--- src/rtl/mrc_pkg.sv ---
package mrc_pkg;

  localparam int unsigned DW      = 32;
  localparam int unsigned NREGS   = 16;
  localparam int unsigned IDX_W   = $clog2(NREGS);
  localparam int unsigned NCORES  = 4;

  localparam int unsigned IDX_CTRL  = 0;
  localparam int unsigned IDX_RSTAT = 2;
  localparam int unsigned IDX_IMASK = 4;
  localparam int unsigned IDX_GP0   = 6;

  localparam logic [DW-1:0] CTRL_INIT  = 32'h0000_0521;
  localparam logic [DW-1:0] RSTAT_INIT = 32'h0000_0001;
  localparam logic [DW-1:0] IMASK_INIT = 32'h0000_001F;

  localparam int unsigned PERIPH_A_BIT = 3;
  localparam int unsigned PERIPH_B_BIT = 12;
  localparam int unsigned CORE_RST_LSB = 13;
  localparam int unsigned CORE_EN_BASE = 21;

  typedef enum logic [1:0] {
    OP_NONE = 2'd0,
    OP_ON   = 2'd1,
    OP_OFF  = 2'd2,
    OP_RST  = 2'd3
  } core_op_e;

  typedef struct packed {
    core_op_e        op;
    logic [DW-1:0]   entry;
    logic [DW-1:0]   arg;
  } core_cmd_t;

endpackage

--- src/rtl/mrc_cmd_decode.sv ---
module mrc_cmd_decode
  import mrc_pkg::*;
(
  input  logic                    ctrl_we,
  input  logic [DW-1:0]           ctrl_old,
  input  logic [DW-1:0]           wdata,
  output logic [DW-1:0]           ctrl_base,
  output logic [NCORES-1:0]       issue,
  output logic [NCORES-1:0][1:0]  issue_op
);

  logic [DW-1:0] chg;

  // Stored control value before busy-bit overrides.
  always_comb begin
    chg       = ctrl_old ^ wdata;
    ctrl_base = wdata;
    ctrl_base[PERIPH_A_BIT] = chg[PERIPH_A_BIT] ? 1'b0 : ctrl_old[PERIPH_A_BIT];
    ctrl_base[PERIPH_B_BIT] = chg[PERIPH_B_BIT] ? 1'b0 : ctrl_old[PERIPH_B_BIT];
    ctrl_base[CORE_RST_LSB +: NCORES] = ctrl_old[CORE_RST_LSB +: NCORES];
  end

  for (genvar g = 0; g < NCORES; g++) begin : g_core
    if (g == 0) begin : g_rst_only
      assign issue[g]    = ctrl_we && chg[CORE_RST_LSB + g];
      assign issue_op[g] = OP_RST;
    end else begin : g_en_rst
      logic en_chg;
      assign en_chg      = chg[CORE_EN_BASE + g];
      assign issue[g]    = ctrl_we && (en_chg || chg[CORE_RST_LSB + g]);
      assign issue_op[g] = !en_chg ? OP_RST
                         : (wdata[CORE_EN_BASE + g] ? OP_ON : OP_OFF);
    end
  end

endmodule

--- src/rtl/mrc_core_queue.sv ---
module mrc_core_queue
  import mrc_pkg::*;
#(
  parameter int unsigned QDEPTH = 4
)
(
  input  logic      clk,
  input  logic      rst_n,
  input  logic      push,
  input  core_cmd_t push_cmd,
  input  logic      ack,
  output logic      req,
  output core_cmd_t head_cmd,
  output logic      drained
);

  localparam int unsigned PTR_W = (QDEPTH > 1) ? $clog2(QDEPTH) : 1;
  localparam int unsigned CNT_W = $clog2(QDEPTH + 1);
  localparam logic [PTR_W-1:0] LAST_PTR = PTR_W'(QDEPTH - 1);
  localparam logic [CNT_W-1:0] FULL_CNT = CNT_W'(QDEPTH);

  core_cmd_t        slot_q [QDEPTH];
  logic [PTR_W-1:0] rd_ptr_q, rd_ptr_d, wr_ptr_q, wr_ptr_d;
  logic [CNT_W-1:0] cnt_q, cnt_d;
  logic             full, pop, push_ok, ptr_en;

  always_comb begin
    full     = (cnt_q == FULL_CNT);
    pop      = ack && (cnt_q != '0);
    push_ok  = push && !full;
    rd_ptr_d = rd_ptr_q;
    wr_ptr_d = wr_ptr_q;
    cnt_d    = cnt_q;
    if (pop)     rd_ptr_d = (rd_ptr_q == LAST_PTR) ? '0 : rd_ptr_q + PTR_W'(1);
    if (push_ok) wr_ptr_d = (wr_ptr_q == LAST_PTR) ? '0 : wr_ptr_q + PTR_W'(1);
    case ({push_ok, pop})
      2'b10:   cnt_d = cnt_q + CNT_W'(1);
      2'b01:   cnt_d = cnt_q - CNT_W'(1);
      default: cnt_d = cnt_q;
    endcase
    ptr_en  = push_ok | pop;
    drained = pop && !push_ok && (cnt_q == CNT_W'(1));
  end

  always_ff @(posedge clk or negedge rst_n) begin
    if (!rst_n) begin
      rd_ptr_q <= '0;
      wr_ptr_q <= '0;
      cnt_q    <= '0;
    end else if (ptr_en) begin
      rd_ptr_q <= rd_ptr_d;
      wr_ptr_q <= wr_ptr_d;
      cnt_q    <= cnt_d;
    end
  end

  always_ff @(posedge clk) begin
    if (push_ok) slot_q[wr_ptr_q] <= push_cmd;
  end

  assign req      = (cnt_q != '0);
  assign head_cmd = slot_q[rd_ptr_q];

  assert_req_hold_R8: assert property (@(posedge clk) disable iff (!rst_n)
    (req && !ack) |=> (req && $stable(head_cmd)));

  assert_full_drop_R9: assert property (@(posedge clk) disable iff (!rst_n)
    (full && push && !ack) |=> ((cnt_q == FULL_CNT) && $stable(wr_ptr_q)));

endmodule

--- src/rtl/mrc_regfile.sv ---
module mrc_regfile
  import mrc_pkg::*;
(
  input  logic                         clk,
  input  logic                         rst_n,
  input  logic                         wr_en,
  input  logic [IDX_W-1:0]             wr_idx,
  input  logic [DW-1:0]                wr_data,
  input  logic [DW-1:0]                ctrl_base,
  input  logic [NCORES-1:0]            issue,
  input  logic [NCORES-1:0]            drained,
  output logic [NREGS-1:0][DW-1:0]     regs_q
);

  function automatic logic [DW-1:0] reset_word(input int unsigned i);
    case (i)
      IDX_CTRL:  return CTRL_INIT;
      IDX_RSTAT: return RSTAT_INIT;
      IDX_IMASK: return IMASK_INIT;
      default:   return '0;
    endcase
  endfunction

  logic [NREGS-1:0][DW-1:0] regs_d;
  logic                     reg_en;

  always_comb begin
    regs_d = regs_q;
    if (wr_en) begin
      if (wr_idx == IDX_W'(IDX_CTRL)) regs_d[IDX_CTRL] = ctrl_base;
      else                            regs_d[wr_idx]   = wr_data;
    end
    for (int c = 0; c < NCORES; c++) begin
      if (issue[c])        regs_d[IDX_CTRL][CORE_RST_LSB + c] = 1'b1;
      else if (drained[c]) regs_d[IDX_CTRL][CORE_RST_LSB + c] = 1'b0;
    end
    reg_en = wr_en | (|issue) | (|drained);
  end

  always_ff @(posedge clk or negedge rst_n) begin
    if (!rst_n) begin
      for (int r = 0; r < NREGS; r++) regs_q[r] <= reset_word(r);
    end else if (reg_en) begin
      regs_q <= regs_d;
    end
  end

  assert_plain_store_R2: assert property (@(posedge clk) disable iff (!rst_n)
    (wr_en && (wr_idx != IDX_W'(IDX_CTRL))) |=> (regs_q[$past(wr_idx)] == $past(wr_data)));

  assert_periph_zero_R10: assert property (@(posedge clk) disable iff (!rst_n)
    (!regs_q[IDX_CTRL][PERIPH_A_BIT] && !regs_q[IDX_CTRL][PERIPH_B_BIT]));

endmodule

--- src/rtl/mrc_reset_ctrl.sv ---
module mrc_reset_ctrl
  import mrc_pkg::*;
#(
  parameter int unsigned ADDR_W = 12,
  parameter int unsigned QDEPTH = 4
)
(
  input  logic                     clk,
  input  logic                     rst_n,
  input  logic                     bus_sel,
  input  logic                     bus_write,
  input  logic [ADDR_W-1:0]        bus_addr,
  input  logic [DW-1:0]            bus_wdata,
  output logic [DW-1:0]            bus_rdata,
  output logic [NCORES-1:0]        core_req,
  output logic [2*NCORES-1:0]      core_op,
  output logic [DW*NCORES-1:0]     core_entry,
  output logic [DW*NCORES-1:0]     core_arg,
  input  logic [NCORES-1:0]        core_ack
);

  localparam int unsigned WIDX_W = ADDR_W - 2;

  // Reset: asynchronous assertion, two-flop synchronous release.
  logic [1:0] rst_sync_q;
  logic       rst_int_n;

  always_ff @(posedge clk or negedge rst_n) begin
    if (!rst_n) rst_sync_q <= 2'b00;
    else        rst_sync_q <= {rst_sync_q[0], 1'b1};
  end
  assign rst_int_n = rst_sync_q[1];

  // Address decode.
  logic [WIDX_W-1:0] word_idx;
  logic              idx_ok;
  logic [IDX_W-1:0]  reg_idx;
  logic              wr_en, ctrl_we;
  logic              unused_addr_lo;

  assign word_idx       = bus_addr[ADDR_W-1:2];
  assign idx_ok         = (word_idx < WIDX_W'(NREGS));
  assign reg_idx        = word_idx[IDX_W-1:0];
  assign unused_addr_lo = ^bus_addr[1:0];
  assign wr_en          = bus_sel && bus_write && idx_ok;
  assign ctrl_we        = wr_en && (reg_idx == IDX_W'(IDX_CTRL));

  logic [NREGS-1:0][DW-1:0]  regs_q;
  logic [DW-1:0]             ctrl_base;
  logic [NCORES-1:0]         issue, drained;
  logic [NCORES-1:0][1:0]    issue_op;

  mrc_cmd_decode u_decode (
    .ctrl_we   (ctrl_we),
    .ctrl_old  (regs_q[IDX_CTRL]),
    .wdata     (bus_wdata),
    .ctrl_base (ctrl_base),
    .issue     (issue),
    .issue_op  (issue_op)
  );

  mrc_regfile u_regs (
    .clk       (clk),
    .rst_n     (rst_int_n),
    .wr_en     (wr_en),
    .wr_idx    (reg_idx),
    .wr_data   (bus_wdata),
    .ctrl_base (ctrl_base),
    .issue     (issue),
    .drained   (drained),
    .regs_q    (regs_q)
  );

  assign bus_rdata = (bus_sel && !bus_write && idx_ok) ? regs_q[reg_idx] : '0;

  for (genvar g = 0; g < NCORES; g++) begin : g_core
    core_cmd_t     push_cmd, head_cmd;
    logic [DW-1:0] entry_sel, arg_sel;

    if (g == 0) begin : g_no_boot
      assign entry_sel = '0;
      assign arg_sel   = '0;
    end else begin : g_boot
      assign entry_sel = (issue_op[g] == OP_ON) ? regs_q[IDX_GP0 + 2*g]     : '0;
      assign arg_sel   = (issue_op[g] == OP_ON) ? regs_q[IDX_GP0 + 2*g + 1] : '0;
    end

    assign push_cmd = {issue_op[g], entry_sel, arg_sel};

    mrc_core_queue #(.QDEPTH(QDEPTH)) u_queue (
      .clk      (clk),
      .rst_n    (rst_int_n),
      .push     (issue[g]),
      .push_cmd (push_cmd),
      .ack      (core_ack[g]),
      .req      (core_req[g]),
      .head_cmd (head_cmd),
      .drained  (drained[g])
    );

    assign core_op[2*g +: 2]     = head_cmd.op;
    assign core_entry[DW*g +: DW] = head_cmd.entry;
    assign core_arg[DW*g +: DW]   = head_cmd.arg;

    assert_busy_bit_R7: assert property (@(posedge clk) disable iff (!rst_int_n)
      core_req[g] |-> regs_q[IDX_CTRL][CORE_RST_LSB + g]);

    if (g != 0) begin : g_en_chk
      assert_en_start_R5: assert property (@(posedge clk) disable iff (!rst_int_n)
        (ctrl_we && !core_req[g] && !regs_q[IDX_CTRL][CORE_EN_BASE + g]
         && bus_wdata[CORE_EN_BASE + g])
        |=> (core_req[g] && (core_op[2*g +: 2] == OP_ON)));
    end
  end

  assert_oob_read_R3: assert property (@(posedge clk) disable iff (!rst_int_n)
    (bus_sel && !bus_write && !idx_ok) |-> (bus_rdata == '0));

  assert_same_write_quiet_R4: assert property (@(posedge clk) disable iff (!rst_int_n)
    (ctrl_we && (bus_wdata == regs_q[IDX_CTRL]) && (core_req == '0)) |=> (core_req == '0));

endmodule

--- config.mk ---
export PLATFORM = sky130hd
export DESIGN_NAME = mrc_reset_ctrl
export DESIGN_NICKNAME = d
export VERILOG_FILES = /design/src/rtl/mrc_pkg.sv /design/src/rtl/mrc_cmd_decode.sv /design/src/rtl/mrc_core_queue.sv /design/src/rtl/mrc_regfile.sv /design/src/rtl/mrc_reset_ctrl.sv
export SDC_FILE = /design/constraint.sdc
export NUM_CORES = 1
export LEC_CHECK = 0
export BUFFER_PORTS_ARGS = -buffer_cell sky130_fd_sc_hd__buf_4
export CAP_MARGIN = 30
export CORE_MARGIN = 10
export CORE_UTILIZATION = 40
export DETAILED_ROUTE_END_ITERATION = 8
export PLACE_DENSITY = 0.56
export SYNTH_ARGS = -nofsm -noshare
export SYNTH_HDL_FRONTEND = slang
export SYNTH_HIERARCHICAL = 1
export SYNTH_SLANG_ARGS = --single-unit
--- constraint.sdc ---
create_clock -name clk -period 29.6 [get_ports clk]
set_input_delay 5.92 -clock clk [delete_from_list [all_inputs] [get_ports clk]]
set_output_delay 5.92 -clock clk [all_outputs]
set_load 0.1 [all_outputs]
### After elaboration in Yosys (flattened, before gate mapping)

Memory sizes are Yosys's and may differ from the RTL's.
Cells that the tools add are included.

| cells by class | value |
|---|---|
| $add $sub $neg | 14 |
| $lt $le $gt $ge | 3 |
| equal/unequal tests | 31 |
| mux-type cells | 46 |
| bitwise operators | 8 |
| reductions and logical operators | 71 |

Operator list:

| operator | count |
|---|---|
| 512-bit bitwise mux | 1 |
| 32-bit 2-to-1 mux | 10 |
| 32-bit binary-select mux with 4-bit select | 1 |
| 32-bit demux with 4-bit select | 1 |
| 1-bit logical AND | 26 |
| 25-bit bitwise XOR | 1 |
| 2-bit 2-to-1 mux | 12 |
| 3-bit one-hot mux with 2 select lines | 4 |
| 3-bit nonzero test | 8 |
| 2-bit AND reduction | 11 |
| 3-bit AND reduction | 7 |
| 2-bit equality test (second input constant) | 10 |
| 17-bit 2-to-1 mux | 1 |
| 1-bit 2-to-1 mux | 16 |
| 2-bit by 1-bit equality test with 1-bit output (second input constant) | 7 |
| 2-bit by 1-bit adder with 2-bit output (second input constant) | 6 |
| 3-bit by 1-bit adder with 3-bit output (second input constant) | 4 |
| 3-bit by 1-bit equality test with 1-bit output (second input constant) | 4 |
| 3-bit equality test (second input constant) | 4 |
| 3-bit by 1-bit != test with 1-bit output (second input constant) | 4 |
| 3-bit by 1-bit subtractor with 3-bit output (second input constant) | 4 |
| 10-bit by 5-bit < comparator with 1-bit output (second input constant) | 1 |
| 1-bit logical NOT | 9 |
| 2-bit nonzero test | 4 |
| 8 further kinds | 17 |

| storage, ports and cells | value |
|---|---|
| flip-flop bits (word level) | 538 |
| bits in writable memories | 792 |
| input port bits | 52 |
| logic and storage cells | 209 |
| memories | 3 |

Memories:

| memory | words | bits a word | read ports | clocked after Yosys merged registers in | write ports | line | RTL |
|---|---|---|---|---|---|---|---|
| g_core[1].u_queue.slot_q | 4 | 66 | 1 | 0 | 1 | mrc_core_queue.sv:22 | `core_cmd_t slot_q [QDEPTH];` |
| g_core[2].u_queue.slot_q | 4 | 66 | 1 | 0 | 1 | mrc_core_queue.sv:22 |  |
| g_core[3].u_queue.slot_q | 4 | 66 | 1 | 0 | 1 | mrc_core_queue.sv:22 |  |

### Logic depth before layout (Yosys ltp)

Gate-level depths: netlist (run 1).

| depth | value |
|---|---|
| word-level depth | 11 |
| mapped depth | 15 |

### Modules after synthesis

Netlist (run 1), hierarchy kept.

Modules (own cells, without submodules):

| module | times used | cells an instance | area an instance (sq um) | seq. area each (sq um) |
|---|---|---|---|---|
| mrc_core_queue | 4 | 392 | 10042.1 | 8102.8 |
| mrc_regfile | 1 | 1147 | 19424.9 | 12824.8 |
| mrc_reset_ctrl | 1 | 540 | 5427.7 | 50.0 |
| mrc_cmd_decode | 1 | 61 | 440.4 | 0.0 |

### Least setup slack after synthesis (run 1)

OpenSTA, ideal clock, no wires.

| path | value |
|---|---|
| kind | input to output |
| from | input port bus_addr[4] |
| to | output port bus_rdata[3] |
| arrival | 8021 ps |
| required time | 23680 ps |
| setup slack | 15659 ps |
| stages on the path | 6 |
| path through | buf_2 -> buf_1 -> mux4_2 -> mux2_2 -> nand2_1 -> nand3_1 |

| on the way | value |
|---|---|
| cells in the longest elaborated chain, start to end | 3 |
| elaborated cells on any way between the ends | 5 |
| classes of those cells | order compare: 1; mux: 3; reduce/logical: 1 |

Ends and longest elaborated chain:

| item | line | RTL |
|---|---|---|
| start, declared | mrc_reset_ctrl.sv:12 | `input logic [ADDR_W-1:0] bus_addr,` |
| 10-bit by 5-bit < comparator with 1-bit output / 32-bit binary-select mux with 4-bit select (equally long branches) | mrc_reset_ctrl.sv:42, mrc_reset_ctrl.sv:74 |  |
| 1-bit logical AND / 32-bit 2-to-1 mux (equally long branches) | mrc_reset_ctrl.sv:74 | `assign bus_rdata = (bus_sel && !bus_write && idx_ok) ? regs_q[reg_idx] : '0;` |
| 32-bit 2-to-1 mux * | mrc_reset_ctrl.sv:74 |  |
| end, declared | mrc_reset_ctrl.sv:14 | `output logic [DW-1:0] bus_rdata,` |

Mark *: on every way between the ends. The rest lies on a longest branch, timed or not. The select of a mux whose other input is x is not followed.

### Worst setup path after layout (run 1)

| path | value |
|---|---|
| from | input port bus_addr[3] |
| to | output port bus_rdata[19] |

Same word-level chain as after synthesis.

==> results of run 1 <==
## flip-flops by register name, indices dropped and copies added, names as in the netlist
name / cells
rst_sync_q: 2
g_core.u_queue/cnt_q: 12
u_regs/regs_q: 512
g_core.u_queue/rd_ptr_q: 8
g_core.u_queue/wr_ptr_q: 8
g_core.u_queue/slot_q: 1056
## cells by family (layout without fill, tap and decap cells)
| group | Yosys count | in the layout | share of synthesized area |
|---|---|---|---|
| muxes | 952 | 952 | 0.233 |
| other | 3 | 263 | 0.000172 |
| DFF | 1598 | 1598 | 0.692 |
| buffers and inverters | 279 | 774 | 0.0254 |
| adders and majority gates | 50 | 50 | 0.00956 |
| xor gates and xnor gates | 16 | 16 | 0.00214 |
| and+or+nand+nor | 389 | 389 | 0.0346 |
| AOI/OAI and AO/OA | 29 | 29 | 0.00356 |
## worst register-to-register path: stages, from the launching register on
cell and delay [ps]:
dfrtp_1 430, inv_1 70, ha_1 300, a21boi_1 380
a21boi_0 460, and2_2 580, buf_4 700
## where the power goes
group          internal [W]  switching, W
Sequential          0.00239     0.0000710
Combinational      0.000388      0.000977
Clock               0.00129      0.000872
## metrics by stage
step | power, W | instance area [um^2] | hold WS, ps
floorplan | 0.00364 | 66400 | 331
global placement | 0.00389 | 70800 | 334
detailed placement | 0.00390 | 71100 | 335
CTS | 0.00607 | 76800 | 349
global route | 0.00620 | 76900 | 369
finish | 0.00599 | 76900 | 347
## area by class of cell
type	instances	area, um^2	share of cell area
clock buffers	222	4750	0.0618
multi-input cells	1695	19600	0.255
flip-flops and latches	1598	45300	0.589
well taps	2175	2720	0.0354
repair buffers	419	3440	0.0448
clock inverters	90	937	0.0122
inverters	43	161	0.00210
diodes	4	10.0	0.000130
## routing by layer
metal  global-route usage  routed length [um]  vias up
li1                     -                   -    13887
met1                0.239               69500    16979
met2                0.317               86400      574
met3               0.0333                6890      220
met4               0.0580                4810        6
met5                    0                  52        -
## worst min-delay path by stage
| stage | from | end | slack (ps) | cells after the start |
|---|---|---|---|---|
| 2_1_floorplan | rst_sync_q[0] | rst_sync_q[1] | 330 | 0 |
| 5_1_grt | rst_sync_q[0] | rst_sync_q[1] | 370 | 0 |
| 6_report | rst_sync_q[0] | rst_sync_q[1] | 350 | 0 |
| 3_5_place_dp | rst_sync_q[0] | rst_sync_q[1] | 330 | 0 |
| 4_1_cts | rst_sync_q[0] | rst_sync_q[1] | 350 | 0 |
| 3_3_place_gp | rst_sync_q[0] | rst_sync_q[1] | 330 | 0 |
## cell usage in the layout, fill, tap and decap left out, drive strengths merged, types with 5 or more instances in the layout
cell type	n
a21boi	7
a21oi	5
a221o	10
and2	212
buf	419
bufinv	18
clkbuf	222
clkinv	61
clkinvlp	5
conb	259
dfrtp	532
dfstp	10
edfxtp	1056
ha	50
inv	49
mux2	560
mux4	392
nand2	61
nand2b	29
nand3	23
nor2	30
nor2b	13
xnor2	11
xor2	5
==> results.py, run 1 <==
metrics = {
    "outcome": {
        "status": "completed",
    },
    "global_route": {
        "antenna_found_initial": 16,
        "track_usage": 0.185,
        "grt_pass1_wl_um": 244000,
        "grt_pass1_vias": 33443,
        "gr-total-overflow": 0,
        "grt_max_degree": 162,
    },
    "critical_path": {
        "crit_buf_inv": 5,
        "timing.rr.end": "g_core[3].u_queue/slot_q[1][14]",
        "reg2reg_from": "u_regs/regs_q[24]",
        "r2r_slack_ps": 26220,
        "slowest_delay_ps": 570,
        "cp_data_arrival_time_ps": 8960,
        "cp.required_ps": 23680,
        "crit_type": "in -> out",
        "endpoint": "bus_rdata[19]",
        "crit_top_cell": "buf_4",
        "slowest_stage": "buf_4",
        "critPathLaunch": "bus_addr[3]",
        "cp_max_fo": 32,
        "cp_cell_sequence": "buf_4 -> buf_12 -> buf_4 -> nand2_1 -> nor3_2 -> buf_4 -> nand2_1 -> nand3_1 -> buf_4",
        "timing.reg2reg.worst_path_depth": 6,
        "cp_top_family": "buffers and inverters",
        "startpoint_type": "input pin",
        "cp-end-kind": "output pin",
        "cp.depth": 9,
    },
    "clock_network": {
        "ctsHoldBuffers": 0,
        "cts-buffers-inserted": 172,
        "worst_skew_pair.late_latency_ps": 790,
        "cts_setup_buffers": 0,
        "h-tree-depth": 4,
        "clock_path_buffers": 3,
        "cts-root-buf": "clkbuf_16",
        "ctsResizeCount": 0,
        "cts_tree": "yes",
        "clkSlewWorstSetupHoldPaths_ps": 60,
        "cts_sinks": 1598,
    },
    "timing": {
        "slew_violations": 0,
        "rsz0062_at_grt": "no",
        "timing.final.ws_setup_ps": 14720,
        "tightest_slew_ps": 1050,
        "max_freq_mhz": 67.2,
        "fin_crit_ps": 14880,
        "setup_viol": 0,
        "setup_tns_ps": 0,
        "min_period_over_period": 0.503,
        "finalClockSkew_ps": 22.6,
        "finalHoldViolCount": 0,
        "maxSlewHeadroom": 0.299,
    },
    "floorplanning": {
        "start_util": 0.402,
        "die_area_um2": 180000,
        "die-height_um": 425,
        "row_count": 148,
        "die_x_um": 425,
        "fp.coreArea_um2": 163000,
        "ios": 352,
    },
    "route": {
        "detail_route.wl_per_cell_um": 26.9,
        "antenna_left": 0,
        "dr.pass1.iters": 5,
        "vias_per_cell": 5.07,
        "drtIter0Drc": 2033,
        "finalWirelength_um": 168000,
        "num_vias": 31666,
        "drc_errors": 0,
    },
    "layout": {
        "instances_no_fill": 6246,
        "drive_gt1_frac": 0.397,
        "fillers": 13655,
        "area_delta_synth_final_pct": 17.5,
        "fin_nets": 4031,
        "postLayoutCoreUtil": 0.473,
    },
    "placement": {
        "portBuffers": 349,
        "pre_cts_slack_ps": 14440,
        "dp_hpwl_um": 110000,
        "place_congestion": 0.760,
        "numPlacedInstances": 5927,
    },
    "synth": {
        "synth_top_area_cell": "edfxtp_1",
        "synthArstFlopShare": 0.339,
        "synth-edff-count": 1056,
        "syn_area_um2": 65500,
        "netlist_instances": 3316,
        "synth_seq_area_share": 0.692,
        "synthTopCellsByArea": "edfxtp_1, dfrtp_1, mux4_2",
        "synth_most_common_cell": "edfxtp_1",
        "yosys_warnings": 6,
        "synthFlopType": "edfxtp_1",
        "synth-seq-cells": 1598,
        "synth_commonest_cells": "edfxtp_1, dfrtp_1, mux2_2, mux4_2, and2_1",
        "yosysUniqueCellTypes": 46,
        "synth_top_area_frac": 0.484,
        "syn_avg_cell_area_um2": 19.7,
    },
    "power_and_ir_drop": {
        "p_leak_nw": 32.1,
        "vdd_drop_max_mv": 0.108,
        "p_per_area_nw_per_um2": 77.8,
    },
    "worst_hold_path": {
        "hp-class": "reg -> reg",
    },
    "run": {
        "drv_cap": 0,
    },
}
Power figures use the tool's default switching activity.
==> run 2, diff against run 1 <==
ABC_AREA = 1   (was default)
PLACE_DENSITY = 0.58   (was 0.56)
clock period = 12.8 ns   (was 29.6 ns; I/O delays follow)
==> run 2 against run 1 <==
Net effect:
- synthesized cell count grew 97%
- first-iteration DRC count grew 100%
- via count grew 47%
- critical endpoint is now bus_rdata[0]
- sequential power grew 130%
- sequential share of layout area shrank 0.68 points
- cell count grew 48%
- sequential cell count is the same
- register-to-register slack lost 17000 ps
- critical path depth is the same
- clock-buffer cell count grew 17
- area after synthesis grew 3.1%
==> results.py, run 2 <==
metrics = {
    "timing": {
        "fin_crit_ps": 8450,
        "setup_viol": 0,
        "max_freq_mhz": 118,
        "rsz0062_at_grt": "no",
        "finalHoldViolCount": 0,
        "holdWs_ps": 335,
        "finalClockSkew_ps": 43.2,
        "tightest_slew_ps": 1060,
        "min_period_over_period": 0.660,
        "maxSlewHeadroom": 0.294,
        "setup_tns_ps": 0,
        "slew_violations": 0,
    },
    "route": {
        "dr.pass1.iters": 6,
        "vias_per_cell": 5.02,
        "detail_route.wl_per_cell_um": 20.6,
        "antenna_left": 0,
        "drc_errors": 0,
        "finalWirelength_um": 191000,
        "drtIter0Drc": 4157,
        "num_vias": 46526,
    },
    "critical_path": {
        "cp_cell_sequence": "buf_6 -> clkinv_2 -> buf_4 -> nor2_1 -> o21ai_1 -> o211ai_1 -> nand3_1 -> nor2_1 -> buf_4",
        "crit_type": "in -> out",
        "slowest_delay_ps": 770,
        "cp.depth": 9,
        "cp.required_ps": 10240,
        "cp_top_family": "buffers and inverters",
        "cp-end-kind": "output pin",
        "endpoint": "bus_rdata[0]",
        "startpoint_type": "input pin",
        "critPathLaunch": "bus_addr[3]",
        "timing.rr.end": "g_core[1].u_queue/slot_q[3][21]",
        "reg2reg_from": "u_regs/regs_q[22]",
        "slowest_stage": "clkinv_2",
        "crit_buf_inv": 4,
        "r2r_slack_ps": 9500,
        "cp_data_arrival_time_ps": 5890,
        "timing.reg2reg.worst_path_depth": 10,
        "cp_max_fo": 64,
    },
    "layout": {
        "reg_top3": "g_core.u_queue/slot_q (1056), u_regs/regs_q (512), g_core.u_queue/cnt_q (12)",
        "drive_gt1_frac": 0.104,
        "multi_input_area_um2": 19200,
        "area_delta_synth_final_pct": 15.3,
        "mostFrequentLayoutCell": "nor2_1",
        "fillers": 15639,
        "top_register": "g_core.u_queue/slot_q",
        "register_area_um2": 45300,
        "fin_nets": 7012,
        "largest_register_ffs": 1056,
        "final_cell_mix": "nor2_1, edfxtp_1, nand2_1",
    },
    "power_and_ir_drop": {
        "swShare": 0.466,
        "vdd_drop_max_mv": 0.340,
        "power_frac_clock": 0.266,
        "p_leak_nw": 31.8,
        "total_power_w": 0.0182,
        "netSwitchingPower_w": 0.00849,
        "p_comb_frac": 0.421,
        "internal_power_w": 0.00974,
        "power_frac_seq": 0.313,
        "p_per_area_nw_per_um2": 234,
    },
    "global_route": {
        "use_met1": 0.258,
        "track_usage": 0.200,
        "top_usage_layer": "met2",
        "antenna_found_initial": 18,
        "grt_pass1_wl_um": 284000,
        "met3_usage": 0.0307,
        "grt_max_degree": 207,
        "use_met2": 0.335,
        "gr-total-overflow": 0,
        "grt_pass1_vias": 43873,
    },
    "synth": {
        "synth_seq_area_share": 0.671,
        "yosys_warnings": 6,
        "synth_top_area_frac": 0.470,
        "netlist_instances": 6517,
        "syn_avg_cell_area_um2": 10.4,
        "synth_commonest_cells": "nor2_1, edfxtp_1, nand2_1, o21ai_0, o21ai_1",
        "synthArstFlopShare": 0.339,
        "synthTopCellsByArea": "edfxtp_1, dfrtp_1, nor2_1",
        "synth-edff-count": 1056,
        "synth_most_common_cell": "nor2_1",
        "syn_area_um2": 67500,
        "synth_top_area_cell": "edfxtp_1",
        "synth-seq-cells": 1598,
        "synthFlopType": "edfxtp_1",
        "yosysUniqueCellTypes": 34,
    },
    "placement": {
        "place_congestion": 0.794,
        "dp_hpwl_um": 116000,
        "portBuffers": 349,
    },
    "clock_network": {
        "ctsResizeCount": 0,
        "cts_setup_buffers": 0,
        "clkSlewWorstSetupHoldPaths_ps": 60,
        "h-tree-depth": 4,
        "cts-buffers-inserted": 168,
        "cts-root-buf": "clkbuf_16",
        "cts_sinks": 1598,
        "worst_skew_pair.late_latency_ps": 830,
        "clock_path_buffers": 3,
        "ctsHoldBuffers": 0,
        "cts_tree": "yes",
    },
    "floorplanning": {
        "fp.coreArea_um2": 167000,
        "die-height_um": 431,
        "start_util": 0.403,
        "row_count": 150,
        "die_x_um": 431,
        "ios": 352,
        "die_area_um2": 186000,
    },
    "outcome": {
        "status": "completed",
    },
    "run": {
        "drv_cap": 0,
    },
    "worst_hold_path": {
        "hp-class": "reg -> async",
    },
}
## run 2: cell types whose count changed after synthesis, sizes merged, moves of 29 or more
cell | before | now
nand3 | 23 | 197
inv | 43 | 424
nand2 | 61 | 918
and2 | 212 | 0
clkbuf | 70 | 197
nor2 | 30 | 1281
nand2b | 29 | 0
a21oi | 5 | 163
mux2 | 560 | 0
o21ai | 0 | 1376
mux4 | 392 | 0
o211ai | 0 | 31
buf | 166 | 259
## run 2: worst min path at each step
stage / start / to / depth (start not counted)
floorplan: rst_sync_q[0] / rst_sync_q[1] / 0
global placement: rst_sync_q[0] / rst_sync_q[1] / 0
detailed placement: rst_sync_q[0] / rst_sync_q[1] / 0
CTS: rst_sync_q[0] / rst_sync_q[1] / 0
global route: rst_sync_q[0] / rst_sync_q[1] / 0
finish: rst_sync_q[1] / u_regs/regs_q[368] / 0
## run 2: cells by family (layout without fill, tap and decap cells)
family,Yosys count,in the layout,synth area share
DFF,1598,1598,0.671
other,3,267,0.000167
adders and majority gates,50,50,0.00927
and+or+nand+nor,2408,2408,0.140
buffers and inverters,880,1159,0.0609
xor gates and xnor gates,8,8,0.00104
AOI/OAI and AO/OA,1570,1570,0.118
## run 2: final cells by class
class | instances | area share
multi-input cells | 4295 | 0.247
repair buffers | 423 | 0.0434
inverters | 424 | 0.0207
flip-flops and latches | 1598 | 0.582
clock buffers | 239 | 0.0604
diodes | 8 | 0.000257
well taps | 2204 | 0.0354
clock inverters | 73 | 0.0105
## run 2: metal layers
| layer | up-vias | wire [um] | share of wire |
|---|---|---|---|
| li1 | 22384 | - | - |
| met3 | 308 | 9590 | 0.050 |
| met5 | - | 20 | 0.00010 |
| met1 | 22574 | 79900 | 0.42 |
| met2 | 1256 | 93900 | 0.49 |
| met4 | 4 | 7780 | 0.041 |
## run 2: power groups by stage
stage | logic [W] | clock network [W] | registers [W]
floorplan | 0.00623 | 0 | 0.00569
global placement | 0.00770 | 0 | 0.00581
detailed placement | 0.00774 | 0 | 0.00581
CTS | 0.00776 | 0.00495 | 0.00570
global route | 0.00808 | 0.00516 | 0.00572
finish | 0.00768 | 0.00486 | 0.00570
## run 2: stage by stage
stage | utilization | cells | area, um^2 | worst slack [ps]
floorplan | - | 6773 | 68400 | 3990
global placement | 0.430 | 8935 | 72000 | 4310
detailed placement | 0.431 | 8940 | 72200 | 4310
CTS | 0.464 | 9252 | 77700 | 4320
global route | 0.465 | 9264 | 77800 | 4270
finish | 0.465 | 9264 | 77800 | 4350
